<file path="src/rtl/key_input_pkg.sv">
package key_input_pkg;

  typedef enum logic [1:0] {
    SEL_NONE = 2'd0,
    SEL_DATA = 2'd1,
    SEL_STAT = 2'd2,
    SEL_CTRL = 2'd3
  } rdSel_t;

  typedef struct packed {
    logic   loadChar;
    logic   clrReady;
    logic   clrOvr;
    logic   wrCtrl;
    logic   ackIrq;
    logic   rdEn;
    rdSel_t rdSel;
  } kbdStrobe_t;

endpackage

</file>
<file path="src/rtl/key_input_ctrl.sv">
module key_input_ctrl
  import key_input_pkg::*;
#(
  parameter int ADDR_W   = 4,
  parameter int DATA_OFS = 0,
  parameter int STAT_OFS = 4,
  parameter int CTRL_OFS = 8
) (
  input  logic              devStrobe,
  input  logic [ADDR_W-1:0] busAddr,
  input  logic              busRead,
  input  logic              busWrite,
  input  logic              irqAck,
  output kbdStrobe_t        st
);

  localparam logic [ADDR_W-1:0] DataAddr = ADDR_W'(DATA_OFS);
  localparam logic [ADDR_W-1:0] StatAddr = ADDR_W'(STAT_OFS);
  localparam logic [ADDR_W-1:0] CtrlAddr = ADDR_W'(CTRL_OFS);

  logic hitData, hitStat, hitCtrl;

  always_comb begin
    hitData = (busAddr == DataAddr);
    hitStat = (busAddr == StatAddr);
    hitCtrl = (busAddr == CtrlAddr);
  end

  always_comb begin
    st          = '0;
    st.loadChar = devStrobe;
    st.ackIrq   = irqAck;
    st.rdEn     = busRead;
    st.wrCtrl   = busWrite && hitCtrl;
    st.clrReady = busRead && (hitData || hitStat);
    st.clrOvr   = busRead && hitStat;
    if (!busRead)     st.rdSel = SEL_NONE;
    else if (hitData) st.rdSel = SEL_DATA;
    else if (hitStat) st.rdSel = SEL_STAT;
    else if (hitCtrl) st.rdSel = SEL_CTRL;
    else              st.rdSel = SEL_NONE;
  end

endmodule

</file>
<file path="src/rtl/key_input_dpath.sv">
module key_input_dpath
  import key_input_pkg::*;
#(
  parameter int CHAR_W    = 8,
  parameter int DATA_W    = 8,
  parameter int READY_BIT = 1,
  parameter int OVR_BIT   = 0,
  parameter int IEN_BIT   = 1
) (
  input  logic              clk,
  input  logic              rst,
  input  kbdStrobe_t        st,
  input  logic [CHAR_W-1:0] devChar,
  input  logic [DATA_W-1:0] busWdata,
  output logic [DATA_W-1:0] busRdata,
  output logic              irqReq
);

  logic [CHAR_W-1:0] charQ;
  logic              readyQ, ovrQ, intEnQ, ackedQ;
  logic [DATA_W-1:0] rdataQ, rdMux, statByte, ctrlByte;

  always_comb begin
    statByte            = '0;
    statByte[READY_BIT] = readyQ;
    statByte[OVR_BIT]   = ovrQ;
    ctrlByte            = '0;
    ctrlByte[IEN_BIT]   = intEnQ;
    unique case (st.rdSel)
      SEL_DATA: rdMux = DATA_W'(charQ);
      SEL_STAT: rdMux = statByte;
      SEL_CTRL: rdMux = ctrlByte;
      default:  rdMux = '0;
    endcase
  end

  always_ff @(posedge clk) begin
    if (rst) begin
      charQ  <= '0;
      readyQ <= 1'b0;
      ovrQ   <= 1'b0;
      intEnQ <= 1'b0;
      ackedQ <= 1'b0;
      rdataQ <= '0;
    end else begin
      if (st.loadChar) charQ <= devChar;
      if (st.loadChar)      readyQ <= 1'b1;
      else if (st.clrReady) readyQ <= 1'b0;
      if (st.loadChar && readyQ) ovrQ <= 1'b1;
      else if (st.clrOvr)        ovrQ <= 1'b0;
      if (st.wrCtrl) intEnQ <= busWdata[IEN_BIT];
      if (st.loadChar)    ackedQ <= 1'b0;
      else if (st.ackIrq) ackedQ <= 1'b1;
      if (st.rdEn) rdataQ <= rdMux;
    end
  end

  assign busRdata = rdataQ;
  assign irqReq   = readyQ && intEnQ && !ackedQ;

  assert_load_R2: assert property (@(posedge clk) disable iff (rst)
    st.loadChar |=> (readyQ && charQ == $past(devChar)));

  assert_stat_clear_R3: assert property (@(posedge clk) disable iff (rst)
    (st.clrOvr && !st.loadChar) |=> (!readyQ && !ovrQ));

  assert_overrun_R5: assert property (@(posedge clk) disable iff (rst)
    (st.loadChar && readyQ) |=> ovrQ);

  assert_irq_gate_R7: assert property (@(posedge clk) disable iff (rst)
    irqReq |-> (readyQ && intEnQ));

  assert_ack_drop_R8: assert property (@(posedge clk) disable iff (rst)
    (st.ackIrq && !st.loadChar) |=> !irqReq);

  assert_rdata_hold_R9: assert property (@(posedge clk) disable iff (rst)
    !st.rdEn |=> $stable(busRdata));

endmodule

</file>
<file path="src/rtl/key_input_iface.sv">
module key_input_iface
  import key_input_pkg::*;
#(
  parameter int CHAR_W   = 8,
  parameter int ADDR_W   = 4,
  parameter int DATA_OFS = 0,
  parameter int STAT_OFS = 4,
  parameter int CTRL_OFS = 8
) (
  input  logic              clk,
  input  logic              rst,
  input  logic [CHAR_W-1:0] devChar,
  input  logic              devStrobe,
  input  logic [ADDR_W-1:0] busAddr,
  input  logic              busRead,
  input  logic              busWrite,
  input  logic [7:0]        busWdata,
  output logic [7:0]        busRdata,
  output logic              irqReq,
  input  logic              irqAck
);

  localparam int DataW = 8;

  kbdStrobe_t st;

  key_input_ctrl #(
    .ADDR_W(ADDR_W), .DATA_OFS(DATA_OFS), .STAT_OFS(STAT_OFS), .CTRL_OFS(CTRL_OFS)
  ) ctrl_i (
    .devStrobe(devStrobe), .busAddr(busAddr), .busRead(busRead),
    .busWrite(busWrite), .irqAck(irqAck), .st(st)
  );

  key_input_dpath #(
    .CHAR_W(CHAR_W), .DATA_W(DataW), .READY_BIT(1), .OVR_BIT(0), .IEN_BIT(1)
  ) dpath_i (
    .clk(clk), .rst(rst), .st(st), .devChar(devChar),
    .busWdata(busWdata), .busRdata(busRdata), .irqReq(irqReq)
  );

endmodule

</file>
<file path="config.mk">
export PLATFORM = sky130hd
export DESIGN_NAME = key_input_iface
export DESIGN_NICKNAME = d
export VERILOG_FILES = /design/src/rtl/key_input_pkg.sv /design/src/rtl/key_input_ctrl.sv /design/src/rtl/key_input_dpath.sv /design/src/rtl/key_input_iface.sv
export SDC_FILE = /design/constraint.sdc
export NUM_CORES = 1
export LEC_CHECK = 0
export BUFFER_PORTS_ARGS = -buffer_cell sky130_fd_sc_hd__buf_2
export CAP_MARGIN = 25
export CORE_MARGIN = 5
export CORE_UTILIZATION = 50
export CTS_BUF_LIST = sky130_fd_sc_hd__clkbuf_16
export CTS_CLUSTER_DIAMETER = 200
export DETAILED_ROUTE_END_ITERATION = 8
export GPL_ROUTABILITY_DRIVEN = 0
export PLACE_DENSITY = 0.87
export SETUP_SLACK_MARGIN = 0.05
export SLEW_MARGIN = 20
export SYNTH_ARGS = -nofsm -noshare
export SYNTH_HDL_FRONTEND = slang
export SYNTH_HIERARCHICAL = 1
export SYNTH_SLANG_ARGS = --single-unit
</file>
<file path="constraint.sdc">
create_clock -name clk -period 4.2 [get_ports clk]
set_clock_uncertainty 0.05 [all_clocks]
set_input_delay 0.84 -clock clk [delete_from_list [all_inputs] [get_ports clk]]
set_output_delay 0.84 -clock clk [all_outputs]
set_load 0.005 [all_outputs]
</file>
==> summary.txt <==
Outcome -> finished, final reports clean
Syn_nets -> 118
Initial antenna violation count -> 0
Sequential Area -> 400 sq um
DR pass1 iterations -> 3
Final hold violations -> 0
Worst path required time -> 4320 ps
Area Growth Syn to Fin -> 24.8%
Detail Route Antenna Nets -> 0
Switching Fraction -> 17.8%
Clk slew on worst S/H paths -> 50 ps
Main combinational cell family by area after synthesis -> simple AND/OR/NAND/NOR gates
Setup WS post-layout -> 1890 ps
Fmax -> 0.433 GHz
Hold Worst Slack -> 419 ps
YS warnings -> 6
Gr usage total -> 14.9%
Yosys top cell by area -> dfxtp_1
DR DRC count -> 0
Routed len/inst -> 12.3 um
Register area share after synthesis -> 45.5%
DP HPWL -> 1240 um
Mux share of post-synthesis cell area -> 11.4%
Main area contributors after synthesis -> dfxtp_1, mux2i_1, nor2_1
Maximum clock insertion buffer count -> 2
Most common cell after layout, fill and taps aside -> buf_2
H-tree lvl count -> 1
Most frequent cells in the layout -> buf_2, dfxtp_1, nor2_1, mux2i_1, a21oi_1
# nets final -> 142
Final setup viols -> 0
Synth Area in Compound Gates -> 10.7%
First-pass GRT wire length -> 2970 um
TritonCTS Buffers -> 3
CTS tree -> done
Post-Syn Area -> 880 sq um
DRT Wirelength -> 1720 um
Tcrit/Tclk final -> 55.0%
Fin crit period -> 2310 ps
Fillers -> 148
Yosys reg bits -> 20
Clk Latency, worst-skew pair -> 250 ps
Post-synth top area share -> 45.5%
Synth Area in XOR/XNOR -> 0.996%
Final slew viol count -> 0
Postcts setup bufs -> 0
IO Count -> 35
CTS Hold Buffers Added -> 0
RSZ-0062 raised after global routing -> false
Multi-input gate area in the final layout -> 422 sq um
Crit Path Max Fanout -> 18
Total gr overflow -> 0
Post-Place Worst Slack -> 1640 ps
# clock sinks -> 20
P_int -> 0.405 mW
CP Launch Type -> input port
Dpl cell area -> 992 sq um
Clock power share -> 51.3%
Site Rows -> 15
Routed vias/inst -> 4.86
Full die area -> 2700 sq um
Worst-margin pin slew -> 395 ps
HP Class -> register to register
Total power density per cell area -> 449 nW/um^2
Setup TNS -> 0 ps
Starting Density -> 51.5%
Port bufs -> 27
VDD IR max -> 0.404 mV
Post-CTS resize count -> 0
Fraction of layout cells with a size suffix above 1 -> 33.9%
Average cell area after synthesis -> 9.56 sq um
Rel. slew slack -> 73.6%
Switching pwr -> 0.0878 mW
Critical Path Source -> busRead
Worst Setup Path Type -> input port to register
Core area -> 1710 sq um
Via Count -> 680
CP Capture Type -> register
Root buffer cell -> clkbuf_16
Worst R2R Start -> dpath_i/readyQ
Vias in the first global route -> 722
Seq pwr share -> 41.0%
# diodes -> 0
Hold Startpoint -> dpath_i/busRdata[6]
Crit path DAT -> 2420 ps
Leakage power -> 0.472 nW
Yosys cell types -> 22
Width of the die -> 51.9 um
Max Cap Viol -> 0
Mapped Cells -> 92
Largest net degree at the start of global routing -> 21
Adder-cell share of the synthesized area -> 0%
Gate power share -> 7.7%
Simple-gate share of the synthesized area -> 24.9%
Die Y -> 51.9 um
1st-iter DRT viols -> 10
Final instance area -> 1100 sq um
[state kept, by name, indices dropped and copies added (netlist names)]
signal / flops
dpath_i/busRdata: 8
dpath_i/charQ: 8
dpath_i/ackedQ: 1
dpath_i/intEnQ: 1
dpath_i/ovrQ: 1
dpath_i/readyQ: 1
[synthesized netlist by cell type (all sizes together)]
library cell and instances:
a2111oi 1, a211oi 1, a21oi 10, and3 1
and3b 1, buf 8, dfxtp 20, inv 1
mux2i 10, nand2 3, nand2b 7, nand3 6
nor2 17, nor2b 1, nor3 1, nor3b 1
nor4 1, or3b 1, xnor2 1
[per-stage QoR]
stage / power [mW] / cells / utilization, %
4_1_cts: 0.499 / 140 / 64.2
2_1_floorplan: 0.232 / 92 / -
3_5_place_dp: 0.244 / 136 / 58.1
3_3_place_gp: 0.242 / 136 / 58.1
6_report: 0.493 / 140 / 64.2
5_1_grt: 0.516 / 140 / 64.2
[power by group through the flow]
stage	logic [mW]	clock network [mW]	registers, mW
after CTS	0.0386	0.259	0.202
after detailed placement	0.0381	0	0.206
after floorplan	0.0271	0	0.205
after global routing	0.0428	0.270	0.203
final	0.0381	0.253	0.202
after global placement	0.0366	0	0.205
[layer usage]
metal  share of wire, %  global-route usage [%]  up-vias
met1                 43                    15.6      303
met5                  0                       0        -
met4               0.70                    7.42        0
met2                 50                    26.6       20
met3                6.8                    4.30        2
li1                   -                       -      355
[worst paths after layout]
| kind | to | slack [ps] | cells after the start |
|---|---|---|---|
| hold / removal | dpath_i/busRdata[6] | 420 | 2 |
| hold reg to reg | dpath_i/busRdata[6] | 420 | 2 |
| setup reg to reg | dpath_i/busRdata[1] | 3240 | 3 |
| setup / recovery | dpath_i/busRdata[0] | 1890 | 6 |
[final cells by class]
| class | instances | area share (%) |
|---|---|---|
| clock inverters | 1 | 2.74 |
| flip-flops and latches | 20 | 36.5 |
| clock buffers | 3 | 6.84 |
| well taps | 25 | 2.85 |
| inverters | 1 | 0.342 |
| multi-input cells | 63 | 38.4 |
| repair buffers | 27 | 12.3 |
[worst max-delay path, stage by stage]
cell and delay [ps]:
buf_2 280, or3b_4 450, nor2_1 250, nor2b_4 310, a21oi_2 90, a211oi_2 210
[cell families after synthesis]
logic type | Yosys count
buffers and inverters | 9
xor gates and xnor gates | 1
and+or+nand+nor | 40
DFF | 20
muxes | 10
AOI/OAI and AO/OA | 12
No activity file was read; power rests on OpenSTA's default activity.
